==> src/rtl/pkt_replay_fifo_pkg.sv <==
`timescale 1ns/1ps
package pkt_replay_fifo_pkg;
  // Read-pointer action chosen each cycle
  typedef enum logic [1:0] {
    RD_HOLD   = 2'd0,
    RD_POP    = 2'd1,
    RD_STEP   = 2'd2,
    RD_REWIND = 2'd3
  } rd_op_e;
endpackage

==> src/rtl/prf_store.sv <==
`timescale 1ns/1ps
module prf_store #(
  parameter int WORD_W = 9,
  parameter int DEPTH  = 8,
  localparam int ADDR_W = $clog2(DEPTH)
) (
  input  logic              clk,
  input  logic              we,
  input  logic [ADDR_W-1:0] waddr,
  input  logic [WORD_W-1:0] wdata,
  input  logic [ADDR_W-1:0] raddr,
  output logic [WORD_W-1:0] rdata
);
  logic [WORD_W-1:0] mem [DEPTH];

  // Storage array: no reset, write enable written out
  always_ff @(posedge clk) begin
    if (we) begin
      mem[waddr] <= wdata;
    end
  end

  assign rdata = mem[raddr];
endmodule

==> src/rtl/prf_ptrs.sv <==
`timescale 1ns/1ps
module prf_ptrs
  import pkt_replay_fifo_pkg::*;
#(
  parameter int DEPTH     = 8,
  parameter int AF_LEVEL  = 6,
  parameter bit PACKET_ON = 1'b1,
  parameter bit DROP_ON   = 1'b1,
  parameter bit PEEK_ON   = 1'b1,
  localparam int ADDR_W = $clog2(DEPTH),
  localparam int PTR_W  = ADDR_W + 1
) (
  input  logic              clk,
  input  logic              rst_n,
  input  logic              wr_valid,
  input  logic              wr_last,
  input  logic              drop,
  input  logic              rd_take,
  input  logic              rd_peek,
  input  logic              rd_last_word,
  output logic              wr_ready,
  output logic              wr_en,
  output logic [ADDR_W-1:0] wr_addr,
  output logic              rd_avail,
  output logic [ADDR_W-1:0] rd_addr,
  output logic [PTR_W-1:0]  level,
  output logic              almost_full
);
  localparam logic [PTR_W-1:0] DEPTH_P = PTR_W'(DEPTH);
  localparam logic [PTR_W-1:0] AF_P    = PTR_W'(AF_LEVEL);

  logic [PTR_W-1:0] wr_q, wr_d;     // next write slot, includes uncommitted words
  logic [PTR_W-1:0] cm_q, cm_d;     // end of committed packets
  logic [PTR_W-1:0] rd_q, rd_d;     // next word presented to the reader
  logic [PTR_W-1:0] base_q, base_d; // first word not yet freed
  logic             drop_en, peek_en, rd_fire;
  rd_op_e           rd_op;

  assign drop_en = (PACKET_ON && DROP_ON) ? drop : 1'b0;
  assign peek_en = PEEK_ON ? rd_peek : 1'b0;

  assign level       = wr_q - base_q;
  assign wr_ready    = (level != DEPTH_P);
  assign wr_en       = wr_valid & wr_ready;
  assign almost_full = (level >= AF_P);
  assign rd_avail    = PACKET_ON ? (rd_q != cm_q) : (rd_q != wr_q);
  assign rd_fire     = rd_take & rd_avail;
  assign wr_addr     = wr_q[ADDR_W-1:0];
  assign rd_addr     = rd_q[ADDR_W-1:0];

  // Write side next state
  always_comb begin
    wr_d = wr_q;
    cm_d = cm_q;
    if (wr_en) begin
      wr_d = wr_q + 1'b1;
    end
    if (PACKET_ON) begin
      if (wr_en && wr_last && !drop_en) begin
        cm_d = wr_q + 1'b1;
      end
      if (drop_en) begin
        wr_d = cm_q;
      end
    end else begin
      cm_d = wr_d;
    end
  end

  // Read side action select
  always_comb begin
    rd_op = RD_HOLD;
    if (rd_fire) begin
      if (!peek_en)          rd_op = RD_POP;
      else if (rd_last_word) rd_op = RD_REWIND;
      else                   rd_op = RD_STEP;
    end
  end

  // Read side next state
  always_comb begin
    rd_d   = rd_q;
    base_d = base_q;
    unique case (rd_op)
      RD_POP: begin
        rd_d   = rd_q + 1'b1;
        base_d = rd_q + 1'b1;
      end
      RD_STEP:   rd_d = rd_q + 1'b1;
      RD_REWIND: rd_d = base_q;
      default:   rd_d = rd_q;
    endcase
  end

  always_ff @(posedge clk or negedge rst_n) begin
    if (!rst_n) begin
      wr_q   <= '0;
      cm_q   <= '0;
      rd_q   <= '0;
      base_q <= '0;
    end else begin
      wr_q   <= wr_d;
      cm_q   <= cm_d;
      rd_q   <= rd_d;
      base_q <= base_d;
    end
  end

  // the held count never exceeds the depth
  a_r3_level_bound: assert property (@(posedge clk) disable iff (!rst_n)
    level <= DEPTH_P);

  // with no room and no read or drop, the count is frozen
  a_r3_full_frozen: assert property (@(posedge clk) disable iff (!rst_n)
    (!wr_ready && !rd_fire && !drop_en) |=> (level == $past(level)));

  // a drop leaves the write pointer at the commit point
  a_r5_drop_rewinds: assert property (@(posedge clk) disable iff (!rst_n)
    drop_en |=> (wr_q == cm_q));

  // a replay read frees nothing
  a_r7_peek_keeps: assert property (@(posedge clk) disable iff (!rst_n)
    (rd_fire && peek_en && !wr_en && !drop_en) |=> (level == $past(level)));

  // a replay read of the last word returns to the packet start
  a_r7_peek_wrap: assert property (@(posedge clk) disable iff (!rst_n)
    (rd_fire && peek_en && rd_last_word) |=> (rd_q == base_q));

  // a freeing read alone lowers the count by one
  a_r2_pop_shrinks: assert property (@(posedge clk) disable iff (!rst_n)
    (rd_fire && !peek_en && !wr_en && !drop_en) |=> (PTR_W'(level + 1'b1) == $past(level)));
endmodule

==> src/rtl/prf_outreg.sv <==
`timescale 1ns/1ps
module prf_outreg #(
  parameter int WORD_W = 9
) (
  input  logic              clk,
  input  logic              rst_n,
  input  logic              in_valid,
  output logic              in_ready,
  input  logic [WORD_W-1:0] in_word,
  output logic              out_valid,
  input  logic              out_ready,
  output logic [WORD_W-1:0] out_word
);
  logic              v_q;
  logic [WORD_W-1:0] w_q;
  logic              load;

  assign in_ready  = !v_q || out_ready;
  assign load      = in_valid && in_ready;
  assign out_valid = v_q;
  assign out_word  = w_q;

  always_ff @(posedge clk or negedge rst_n) begin
    if (!rst_n) begin
      v_q <= 1'b0;
    end else if (in_ready) begin
      v_q <= in_valid;
    end
  end

  always_ff @(posedge clk) begin
    if (load) begin
      w_q <= in_word;
    end
  end
endmodule

==> src/rtl/pkt_replay_fifo.sv <==
`timescale 1ns/1ps
module pkt_replay_fifo #(
  parameter int DATA_W    = 8,
  parameter int DEPTH     = 8,
  parameter int AF_LEVEL  = 6,
  parameter bit EN_LAST   = 1'b1,
  parameter bit EN_PACKET = 1'b1,
  parameter bit EN_DROP   = 1'b1,
  parameter bit EN_PEEK   = 1'b1,
  parameter bit EN_OUTREG = 1'b0
) (
  input  logic                   clk,
  input  logic                   rst_n,
  input  logic                   wr_valid,
  output logic                   wr_ready,
  input  logic [DATA_W-1:0]      wr_data,
  input  logic                   wr_last,
  input  logic                   drop,
  output logic                   rd_valid,
  input  logic                   rd_ready,
  output logic [DATA_W-1:0]      rd_data,
  output logic                   rd_last,
  input  logic                   rd_peek,
  output logic [$clog2(DEPTH):0] level,
  output logic                   almost_full
);
  localparam int  ADDR_W  = $clog2(DEPTH);
  localparam int  WORD_W  = DATA_W + (EN_LAST ? 1 : 0);
  localparam bit  PEEK_ON = EN_PEEK && EN_LAST && !EN_OUTREG;

  logic              wr_en, core_avail, core_take, core_last;
  logic [ADDR_W-1:0] wr_addr, rd_addr;
  logic [WORD_W-1:0] store_in, store_out;

  generate
    if (EN_LAST) begin : g_flag
      assign store_in  = {wr_last, wr_data};
      assign core_last = store_out[DATA_W];
    end else begin : g_noflag
      assign store_in  = wr_data;
      assign core_last = 1'b0;
    end
  endgenerate

  prf_ptrs #(
    .DEPTH(DEPTH), .AF_LEVEL(AF_LEVEL), .PACKET_ON(EN_PACKET),
    .DROP_ON(EN_DROP), .PEEK_ON(PEEK_ON)
  ) u_ptrs (
    .clk(clk), .rst_n(rst_n), .wr_valid(wr_valid), .wr_last(wr_last),
    .drop(drop), .rd_take(core_take), .rd_peek(rd_peek),
    .rd_last_word(core_last), .wr_ready(wr_ready), .wr_en(wr_en),
    .wr_addr(wr_addr), .rd_avail(core_avail), .rd_addr(rd_addr),
    .level(level), .almost_full(almost_full)
  );

  prf_store #(.WORD_W(WORD_W), .DEPTH(DEPTH)) u_store (
    .clk(clk), .we(wr_en), .waddr(wr_addr), .wdata(store_in),
    .raddr(rd_addr), .rdata(store_out)
  );

  generate
    if (EN_OUTREG) begin : g_reg
      logic [WORD_W-1:0] out_word;
      prf_outreg #(.WORD_W(WORD_W)) u_oreg (
        .clk(clk), .rst_n(rst_n), .in_valid(core_avail), .in_ready(core_take),
        .in_word(store_out), .out_valid(rd_valid), .out_ready(rd_ready),
        .out_word(out_word)
      );
      assign rd_data = out_word[DATA_W-1:0];
      if (EN_LAST) begin : g_rl
        assign rd_last = out_word[DATA_W];
      end else begin : g_nrl
        assign rd_last = 1'b0;
      end
    end else begin : g_direct
      assign rd_valid  = core_avail;
      assign core_take = rd_ready;
      assign rd_data   = store_out[DATA_W-1:0];
      assign rd_last   = core_last;
    end
  endgenerate

  // the flag only rises once the count has reached the threshold
  a_r9_af_rise: assert property (@(posedge clk) disable iff (!rst_n)
    $rose(almost_full) |-> (level >= ($clog2(DEPTH)+1)'(AF_LEVEL)));
endmodule

==> config.mk <==
export PLATFORM = sky130hd
export DESIGN_NAME = pkt_replay_fifo
export DESIGN_NICKNAME = d
export VERILOG_FILES = /design/src/rtl/pkt_replay_fifo_pkg.sv /design/src/rtl/prf_store.sv /design/src/rtl/prf_ptrs.sv /design/src/rtl/prf_outreg.sv /design/src/rtl/pkt_replay_fifo.sv
export SDC_FILE = /design/constraint.sdc
export NUM_CORES = 1
export LEC_CHECK = 0
export ABC_AREA = 1
export BUFFER_PORTS_ARGS = -buffer_cell sky130_fd_sc_hd__buf_2
export CAP_MARGIN = 15
export CORE_MARGIN = 2
export CORE_UTILIZATION = 50
export CTS_CLUSTER_SIZE = 12
export DETAILED_ROUTE_END_ITERATION = 10
export PLACE_DENSITY_LB_ADDON = 0.1
export SLEW_MARGIN = 5
export SYNTH_ARGS = -nofsm -noshare
export SYNTH_HDL_FRONTEND = slang
export SYNTH_HIERARCHICAL = 1
export SYNTH_SLANG_ARGS = --single-unit
==> constraint.sdc <==
create_clock -name clk -period 4.3 [get_ports clk]
set_input_delay 0.43 -clock clk [delete_from_list [all_inputs] [get_ports clk]]
set_output_delay 0.43 -clock clk [all_outputs]
set_load 0.05 [all_outputs]
* After elaboration in Yosys (flattened, before gate mapping)
Memory sizes are Yosys's and may differ from the RTL's.
Index checks and enable logic that the tools add are counted.
Widths: inputs -> output; s select.
** Storage, ports and cells
- Memory bits (writable) :: 72
- Memories :: 1
- Output and inout port bits :: 16
- Bits of input ports :: 15
- Flip-flop bits (word level) :: 16
** Cells by class
- Equal/unequal tests :: 5
- Add/subtract/negate cells :: 3
- $lt $le $gt $ge :: 1
- Bitwise operators :: 2
- Muxes and demuxes :: 8
- Reduce and logical (&&, ||, !) cells :: 6
** Memory list
- u_store.mem :: words 8, bits a word 9, read ports 1, clocked after memory_dff 0, wr ports 1, RTL line prf_store.sv:14 : logic [WORD_W-1:0] mem [DEPTH];
** Operators with widths (count)
- $add 4x1->4 const B :: 2
- $mux 4 :: 2
- $pmux 4 s2 :: 1
- $eq 2x2->1 const B :: 2
- $ge 4x3->1 const B :: 1
- $mux 2 :: 2
- $ne 4x4->1 :: 1
- $ne 4x4->1 const B :: 1
- $reduce_bool 2->1 :: 2
- $sub 4x4->4 :: 1
- $mux 1 :: 3
- $and 1x1->1 :: 2
- $eq 2x1->1 const B :: 1
- $logic_and 1x1->1 :: 2
- $reduce_or 2->1 :: 1
- $logic_not 1->1 :: 1

* Depth between registers and ports, before layout
Gate-level depths: netlist of the first run.
An unclocked memory read counts as a cell.
- Word-level depth :: 7
- Mapped depth :: 14
- Depth with buffers taken out :: 13

* Hierarchy
Netlist of the first run, hierarchy kept.
** Modules (own cells, without submodules)
- prf_store :: times used 1, area an instance 3228.1 um^2, seq. area each 2162.1 um^2, cells an instance 328
- prf_ptrs :: times used 1, area an instance 1156.1 um^2, seq. area each 400.4 um^2, cells an instance 152

* Least setup slack after synthesis of the first run
No wires, ideal clock.
- Path type :: flip-flop to flip-flop
- From :: reg u_ptrs.wr_q[0]
- To :: mem u_store.mem[1][0] (enable)
- Required time :: 3926 ps
- Setup time :: 374 ps
- Path slack :: 1251 ps
- Cell stages (with the launch flop) :: 12
- Arrival time :: 2675 ps
- Cells stage by stage :: dfrtp_1 -> inv_1 -> ha_1 -> inv_1 -> fa_1 -> or2_4 -> nor2_4 -> nand3_4 -> nand2_4 -> inv_2 -> nand2_1 -> nor2_1
** Between the ends
- Cells in the longest elaborated chain, start to end :: 5
** RTL lines
- from (decl) :: RTL line prf_ptrs.sv:32 : logic [PTR_W-1:0] wr_q, wr_d;
- from (signal assigned) :: RTL line prf_ptrs.sv:102 : wr_q <= wr_d;
- $sub 4x4->4 :: RTL line prf_ptrs.sv:42 : assign level = wr_q - base_q;
- named net level[1] :: RTL line pkt_replay_fifo.sv:24 : output logic [$clog2(DEPTH):0] level,
- $ne 4x4->1 :: RTL line prf_ptrs.sv:43 : assign wr_ready = (level != DEPTH_P);
- named net wr_ready :: RTL line pkt_replay_fifo.sv:15 : output logic wr_ready,
- $and 1x1->1 :: RTL line prf_ptrs.sv:44 : assign wr_en = wr_valid & wr_ready;
- named net wr_en :: RTL line pkt_replay_fifo.sv:31 : logic wr_en, core_avail, core_take, core_last;
- $mux 1 :: RTL line prf_store.sv:18 : if (we) begin
- $mux 1 (implied by the code) :: RTL line prf_store.sv:19 : mem[waddr] <= wdata;
- to (decl) :: RTL line prf_store.sv:14
The timed path passes the listed nets, and every way through them passes these cells.

* Worst setup path after layout of the first run
- From :: reg u_ptrs.wr_q[0]
- To :: mem u_store.mem[4][1] (enable)
** Between the ends
- Cells in the longest elaborated chain, start to end :: 5
** RTL lines (RTL line)
- $sub 4x4->4 :: prf_ptrs.sv:42
- $ne 4x4->1 :: prf_ptrs.sv:43
- $and 1x1->1 :: prf_ptrs.sv:44
- named net wr_en :: pkt_replay_fifo.sv:31
- $mux 1 :: prf_store.sv:18
- $mux 1 (implied by the code) :: prf_store.sv:19
The timed path passes the listed nets, and every way through them passes these cells.

==> metrics, run 1 <==
status complete, no violations; RSZ-0062 raised after global routing false; Netlist cell types 29; chip width slightly below 100 um; nets@finish roughly 530; antenna violations before repair 0; clock latency on the worst-skew pair approximately 0.35 ns; DRT Wirelength roughly 9.1 mm; proportion of synthesized chip area in sequential cells 0.584; DP HPWL roughly 6.4 mm; H-tree depth 3; Worst Tran Pin Value 0.920 ns; Slowest cell on crit path nor2_1; skew final around 0.0090 ns; first-pass GRT wire length ~15 mm; CP startpoint kind flip-flop; # diodes 0; largest net degree at the start of global routing 37; Iter 0 DRT Violations 249; Final Cycle Share 0.679; TritonCTS clock tree yes; Most common cell on crit path inv_1; via count between 3,000 and 4,000; hold crit path type in -> reg; CTS clk-pin slew, worst paths 0.08 ns; minimum clock period about 3 ns; Finished Layout Cells between 600 and 700; Worst EP required 4.28 ns; crit path capture type flip-flop; fmax 0.343 GHz; CTS sink cnt 88; area of the die around 9500 um^2; PostCTS Resize Cnt 0; Hold Vio Cnt, Final 0; Netlist Area Pre-Place 4380 um^2; vias per inst 4.92; CP arrival 2.90 ns; final setup vio count 0; ANT nets after route 0; routed wire length per instance 14.7 um; gr usage total 0.203; Cells after DPL roughly 600; synthesis warning total 6; Clock Path Buffers 2; relative slew slack 0.387; CP bufs+invs 3; # hold bufs at CTS 1; DRT Pass-1 Iters 5; Syn Area/Cell 9.13 um^2; CTS root buffer clkbuf_8; CP top delay family simple AND/OR/NAND/NOR gates; Slew Viols, Final 0; CP max FO 9; FF+latch count, synth about 90; I/O pin cnt 31; final routed DRC violation total 0; Routability Congestion just over 0.9; total CTS buffers 9; standard-cell row count 34; CORE AREA approximately 8600 um^2; Max-Cap Viols 0; critical-path cell list inv_1 > ha_1 > inv_1 > fa_1 > or2_4 > nor2_4 > nand3_4 > nand2_4 > inv_2 > nand2_1 > nor2_1; Syn Inst Count 480; DIE HEIGHT 97.6 um; Initial Utilization 0.510; CP peak stage delay ~0.64 ns; layout cell share with drive strength beyond 1 0.129; vias in the first global route 2,803; number of port buffers 30; syn nets approximately 500; setup TNS 0 ns; Worst Path Class, Setup reg -> reg; Layout area overhead 8.08%; grt total ovfl 0; post-CTS setup buffers 0
-- worst register-to-register path: stages, from the launching register on --
cell and delay (ns):
dfrtp_1 0.46, inv_1 0.11, ha_1 0.14, inv_1 0.06, fa_1 0.52, or2_4 0.14, nor2_4 0.04, nand3_4 0.12
nand2_4 0.09, inv_2 0.06, nand2_1 0.16, nor2_1 0.64
-- cells in the mapped netlist --
library cell  count  area share
a21oi_2           1      0.0020
buf_2             2      0.0023
buf_4            10       0.017
buf_6             5       0.013
clkbuf_1          1     0.00086
clkinv_1          1     0.00086
dfrtp_1          16       0.091
edfxtp_1         72        0.49
fa_1              1      0.0046
ha_1              5       0.014
inv_1            97       0.083
inv_2             3      0.0026
inv_4             2      0.0029
mux2_2            1      0.0026
nand2_1         168        0.14
nand2_2           3      0.0043
nand2_4           2      0.0051
nand3_1          44       0.050
nand3_2           3      0.0068
nand3_4           1      0.0040
nand4_1           5      0.0071
nor2_1           14       0.012
nor2_2            1      0.0014
nor2_4            2      0.0051
o21ai_0           5      0.0057
o21ai_1           7      0.0080
or2_4             1      0.0020
xnor2_1           1      0.0020
xor2_1            6       0.012
-- metal layers --
metal  share of wire  up-vias  routed length (um)  track usage
li1                -     1535                   -            -
met5               0        -                   0            0
met3           0.060       11                 548       0.0367
met2            0.44       86                4000        0.299
met4           0.015        0                 139       0.0716
met1            0.49     1410                4420        0.304
-- registers in the layout (all words and copies together), names as in the netlist --
register	cells
u_ptrs/cm_q	4
u_ptrs/rd_q	4
u_ptrs/base_q	4
u_store/mem	72
u_ptrs/wr_q	4
-- cells in the final DEF, fill, tap and decap left out, types with 2 or more instances in the layout --
master / n
nor2_1: 14
nand2_2: 3
clkinvlp_4: 4
clkbuf_8: 9
inv_2: 3
ha_1: 5
nand3_2: 3
clkinv_1: 2
o21ai_0: 5
inv_4: 2
nand2_1: 168
dfrtp_1: 16
edfxtp_1: 72
o21ai_1: 7
xor2_1: 6
nand2_4: 2
nor2_4: 2
buf_2: 30
inv_1: 97
nand3_1: 44
nand4_1: 5
-- final timing paths --
kind,to,slack [ns],from,depth (start not counted)
max,u_store/mem[4][1],1.38,u_ptrs/wr_q[0],11
min,u_store/mem[0][6],0.41,wr_data[6],1
max reg2reg,u_store/mem[4][1],1.38,u_ptrs/wr_q[0],11
min reg2reg,u_ptrs/base_q[2],0.51,u_ptrs/base_q[2],2
max in group asynchronous,u_ptrs/wr_q[1],3.50,rst_n,2
min in group asynchronous,u_ptrs/base_q[2],0.52,rst_n,2
-- layout make-up --
cell class | instances | area (um^2)
tap | 108 | 135
clock buffer | 9 | 124
inverter | 103 | 392
sequential | 88 | 2560
multi-input combinational | 271 | 1280
fill | 797 | 3850
timing repair buffer | 32 | 168
clock inverter | 7 | 72.6
-- kinds of logic after synthesis --
kind of cell,Yosys count,share of synthesized area
AOI/OAI and AO/OA,13,0.0157
xor gates and xnor gates,7,0.0140
buffers and inverters,121,0.122
and+or+nand+nor,244,0.242
muxes,1,0.00257
adders and majority gates,6,0.0188
DFF,88,0.584
-- metrics by stage --
step	hold WS, ns	setup WS [ns]	util	cell area, um^2
after floorplan	0.134	1.25	-	4380
after global placement	0.367	1.47	0.527	4530
after detailed placement	0.373	1.41	0.527	4530
after CTS	0.396	1.40	0.551	4740
after global routing	0.409	1.21	0.551	4740
final	0.405	1.38	0.551	4740
Power of run 1 is not shown: default switching activity piles up to over one toggle a cycle in this logic, so the estimate is an artifact.
==> inputs of run 2 (changes only) <==
ABC_AREA = 0   (was 1)
clock period = 2.96 ns   (was 4.3 ns; I/O delays follow)
==> run 2 against run 1 <==
Against the previous run:
- first-iteration DRC count is 61% lower
- cell area down 6.0%
- hold slack got worse by 0.21 ns
- sequential share of layout area up 3.5 points
==> metrics, run 2 <==
first-pass GRT wire length 10.9 mm; gr usage total 0.176; post-CTS setup buffers 0; layout cell share with drive strength beyond 1 0.317; synthesis warning total 6; CP max FO 7; CORE AREA roughly 7600 um^2; Initial Utilization 0.510; Worst Hold End u_ptrs/base_q[3]; Routability Congestion 0.735; max FFs per register 72; Netlist Area Pre-Place about 3900 um^2; # diodes 0; RR Startpoint u_ptrs/wr_q[2]; number of port buffers 30; most frequent cell after synthesis edfxtp_1; most common cell after layout, fill and taps aside edfxtp_1; Layout area overhead 14.8%; hold path start rd_peek; CP startpoint kind flip-flop; dominant synthesized flop cell edfxtp_1; TritonCTS clock tree yes; critical-path cell list ha_1 > and3b_1 > or3_4 > and2_1 > a21o_1 > buf_2; via count approximately 2,000; Post-synth EDFFs between 70 and 80; Synth async-reset ratio 0.182; clock latency on the worst-skew pair 0.35 ns; WHS Path Cells 2; skew final roughly 0.0071 ns; final setup vio count 0; FF-to-FF setup slack 0.31 ns; FF-to-FF path depth 7; CP arrival ~2.4 ns; Syn Inst Count between 200 and 250; area of the die roughly 8500 um^2; ANT nets after route 0; CTS root buffer clkbuf_8; status complete, no violations; fmax between 0.3 and 0.4 GHz; grt total ovfl 0; Iter 0 DRT Violations 98; CTS clk-pin slew, worst paths approximately 0.09 ns; antenna violations before repair 0; Netlist cell types 38; Hold Vio Cnt, Final 0; CTS sink cnt 88; Synth top cells by count 72 x edfxtp_1, 18 x mux4_1, 16 x dfrtp_1, 16 x mux2_2, 13 x nand2_1; I/O pin cnt 31; relative slew slack 0.654; DP HPWL about 4.7 mm; Worst Tran Pin Value 0.519 ns; vias per inst ~5.4; setup TNS 0 ns; crit path capture type primary output; Slowest cell on crit path dfrtp_1; H-tree depth 3; syn nets 240; Clock Path Buffers 2; top cells by area in the synthesized netlist edfxtp_1 56%, mux4_1 12%, dfrtp_1 10%, mux2_2 4.6%, xnor2_1 2.0%; most frequent cells in the layout 72 x edfxtp_1, 30 x buf_2, 18 x mux4_1, 17 x buf_4; routed wire length per instance ~18 um; Max-Cap Viols 0; post-synth top area share 0.558; Final Cycle Share 0.923; DIE HEIGHT 92.0 um; final routed DRC violation total 0; vias in the first global route 1,962; largest net degree at the start of global routing 17; nets@finish between 200 and 300; minimum clock period between 2 and 3 ns; DRT Pass-1 Iters 4; FF+latch count, synth 88; RSZ-0062 raised after global routing false; final hold slack 0.193 ns; FF-to-FF End u_store/mem[2][2]; Reg with most FFs u_store/mem; Syn Area/Cell 17.7 um^2; Worst Path Class, Setup reg -> out; Slew Viols, Final 0; standard-cell row count 32; Worst EP required 2.66 ns; total CTS buffers 9; DRT Wirelength slightly below 7 mm; hold crit path type in -> reg; chip width between 90 and 100 um; leading area contributor after synthesis edfxtp_1; proportion of synthesized chip area in sequential cells 0.661; CP peak stage delay 0.48 ns; filler instances 599
run 2: changes by cell type after synthesis, moves of 7 or more:
| cell | before | now |
|---|---|---|
| xnor2_1 | 1 | 9 |
| nor2_1 | 14 | 7 |
| nand2_1 | 168 | 13 |
| mux2_2 | 1 | 16 |
| nand3_1 | 44 | 2 |
| mux4_1 | 0 | 18 |
| inv_1 | 97 | 7 |
run 2: cell type report:
cell class	count	area [um^2]	share of cell area
sequential	88	2560	0.576
multi-input combinational	111	1220	0.275
timing repair buffer	49	308	0.0691
clock buffer	10	128	0.0287
tap	102	128	0.0287
clock inverter	6	75.1	0.0169
inverter	7	26.3	0.00590
run 2: worst max path at each step:
stage,from,endpoint,slack (ns),depth (start not counted)
finish,u_ptrs/wr_q[2],almost_full,0.23,6
global route,u_ptrs/wr_q[2],almost_full,0.12,6
CTS,u_ptrs/wr_q[0],wr_ready,0.18,8
detailed placement,u_ptrs/wr_q[0],u_store/mem[5][2],0.28,10
global placement,u_ptrs/wr_q[0],u_store/mem[5][2],0.31,10
floorplan,u_ptrs/wr_q[0],u_store/mem[1][0],0.00003,9
run 2: per-layer routing:
metal | vias to the layer above | wire length, um | GRT usage
met5 | - | 0 | 0
met2 | 30 | 3250 | 0.263
met1 | 1025 | 3250 | 0.257
met3 | 11 | 215 | 0.0435
li1 | 950 | - | -
met4 | 0 | 91 | 0.0597
run 2: kinds of logic after synthesis:
family | Yosys count | share of synthesized area
simple gates | 37 | 0.0497
compound gates | 19 | 0.0329
flops | 88 | 0.661
buf+inv | 20 | 0.0316
fa+ha+maj | 6 | 0.0213
mux | 37 | 0.176
xor+xnor | 12 | 0.0271
run 2: worst max-delay path, delay by kind of cell (launching register included):
family / cells / cell delay, ns
buf+inv: 1 / 0.20
compound gates: 1 / 0.16
flops: 1 / 0.48
fa+ha+maj: 1 / 0.42
simple gates: 3 / 0.83
run 2: per-stage QoR:
stage / util / cell area [um^2] / worst slack (ns) / instances
3_3_place_gp: 0.557 / 4230 / 0.307 / 356
3_5_place_dp: 0.557 / 4230 / 0.279 / 356
6_report: 0.585 / 4450 / 0.229 / 373
2_1_floorplan: - / 3910 / 0.0000324 / 219
5_1_grt: 0.585 / 4450 / 0.116 / 373
4_1_cts: 0.585 / 4450 / 0.176 / 373
run 2: timing repair:
item | in CTS | in global routing
hold buffers | 1 | 0
endpoints found under the hold margin | 16 | 0
endpoints found under the setup margin | 0 | 1
resized for setup | 0 | 1
Power of run 2 is left out for the same reason.
==> inputs of run 3 (changes only) <==
CORE_UTILIZATION = 45   (was 50)
==> run 3 against run 2 <==
Against the previous run:
- sequential share of layout area up 0.37 points
- cell count rose by 0.54%
- critical path depth increased by 2
- highest routed layer unchanged
==> metrics, run 3 (same netlist as run 2, synthesis figures left out) <==
FF-to-FF End u_store/mem[7][6]; minimum clock period 2.74 ns; Worst Path Class, Setup reg -> out; skew final a little under 0.01 ns; nets@finish about 290; vias per inst 5.36; setup TNS 0 ns; hold crit path type in -> reg; antenna violations before repair 0; final routed DRC violation total 0; CTS sink cnt 88; number of port buffers 30; RR Startpoint u_ptrs/wr_q[0]; CTS clk-pin slew, worst paths roughly 0.090 ns; # diodes 0; WHS Path Cells 2; Slew Viols, Final 0; Worst Tran Pin Value ~0.54 ns; routed wire length per instance around 19 um; TritonCTS clock tree yes; FF-to-FF path depth 10; Clock Path Buffers 2; relative slew slack 0.638; largest net degree at the start of global routing 19; H-tree depth 3; CP arrival approximately 2.5 ns; Iter 0 DRT Violations 63; via count 2,010; most frequent cells in the layout 72 x edfxtp_1, 30 x buf_2, 18 x mux4_1, 17 x buf_4; Max-Cap Viols 0; fmax 0.365 GHz; layout cell share with drive strength beyond 1 0.311; DP HPWL around 5.1 mm; Layout area overhead 14.1%; I/O pin cnt 31; clock latency on the worst-skew pair around 0.34 ns; max FFs per register 72; Routability Congestion slightly below 0.8; CORE AREA ~8300 um^2; status complete, no violations; vias in the first global route 2,074; # hold bufs at CTS 1; Initial Utilization 0.467; Hold Vio Cnt, Final 0; final setup vio count 0; hold path start rd_peek; Most common cell on crit path inv_1; cell area after layout about 4400 um^2; CP peak stage delay approximately 0.45 ns; placed inst area 4220 um^2; total CTS buffers 9; CTS root buffer clkbuf_8; Worst EP required about 2.7 ns; CP max FO 3; DIE HEIGHT just under 100 um; Worst Hold End u_ptrs/base_q[3]; crit path capture type primary output; chip width slightly below 100 um; Slowest cell on crit path fa_1; DRT Wirelength 7.19 mm; most common cell after layout, fill and taps aside edfxtp_1; FF-to-FF setup slack just under 0.3 ns; Final Cycle Share 0.926; post-CTS setup buffers 0; critical-path cell list inv_1 > ha_1 > inv_1 > fa_1 > xor2_4 > nor3_1 > nand2_1 > buf_2; standard-cell row count 33; first-pass GRT wire length ~11 mm; grt total ovfl 0; RSZ-0062 raised after global routing false; PostCTS Resize Cnt 0; ANT nets after route 0; DRT Pass-1 Iters 4; gr usage total 0.163; CP startpoint kind flip-flop; area of the die roughly 9400 um^2; Reg with most FFs u_store/mem
==> run 3: worst max-delay path: cells and delay by family (launching register included) <==
family | cells | cell delay [ns]
AND/OR/NAND/NOR | 2 | 0.53
XOR/XNOR | 1 | 0.21
flip-flops | 1 | 0.39
buffers and inverters | 3 | 0.35
adder cells (fa/ha/maj) | 2 | 0.61
==> run 3: worst max-delay path by stage <==
stage	startpoint	endpoint	slack [ns]	cells after the start
after floorplan	u_ptrs/wr_q[0]	u_store/mem[1][0]	0.00003	9
after global placement	u_ptrs/wr_q[0]	u_store/mem[2][3]	0.39	10
after detailed placement	u_ptrs/wr_q[0]	u_store/mem[6][3]	0.32	10
after CTS	u_ptrs/wr_q[0]	wr_ready	0.21	8
after global routing	u_ptrs/wr_q[0]	wr_ready	0.07	8
final	u_ptrs/wr_q[0]	wr_ready	0.22	8
==> run 3: area by class of cell <==
class / instances / area [um^2]
fillers: 679 / 3880
flip-flops and latches: 88 / 2560
multi-input cells: 111 / 1220
repair buffers: 48 / 288
well taps: 105 / 131
clock buffers: 10 / 128
clock inverters: 6 / 67.6
inverters: 7 / 26.3
==> run 3: through the flow <==
stage / util / setup slack, ns / instances / hold WS (ns)
floorplan: - / 0.0000324 / 219 / 0.000409
global route: 0.533 / 0.0651 / 375 / 0.177
detailed placement: 0.508 / 0.324 / 358 / 0.241
global placement: 0.508 / 0.394 / 358 / 0.246
finish: 0.533 / 0.219 / 375 / 0.195
CTS: 0.533 / 0.209 / 375 / 0.176
==> run 3: metal layers <==
metal | vias to the layer above | part of all wire | wire [um] | GRT usage
met5 | - | 0 | 0 | 0
met4 | 0 | 0.011 | 82 | 0.0639
met3 | 11 | 0.029 | 208 | 0.0296
met2 | 39 | 0.53 | 3820 | 0.285
met1 | 1011 | 0.43 | 3080 | 0.202
li1 | 949 | - | - | -
Power of run 3 is left out for the same reason.
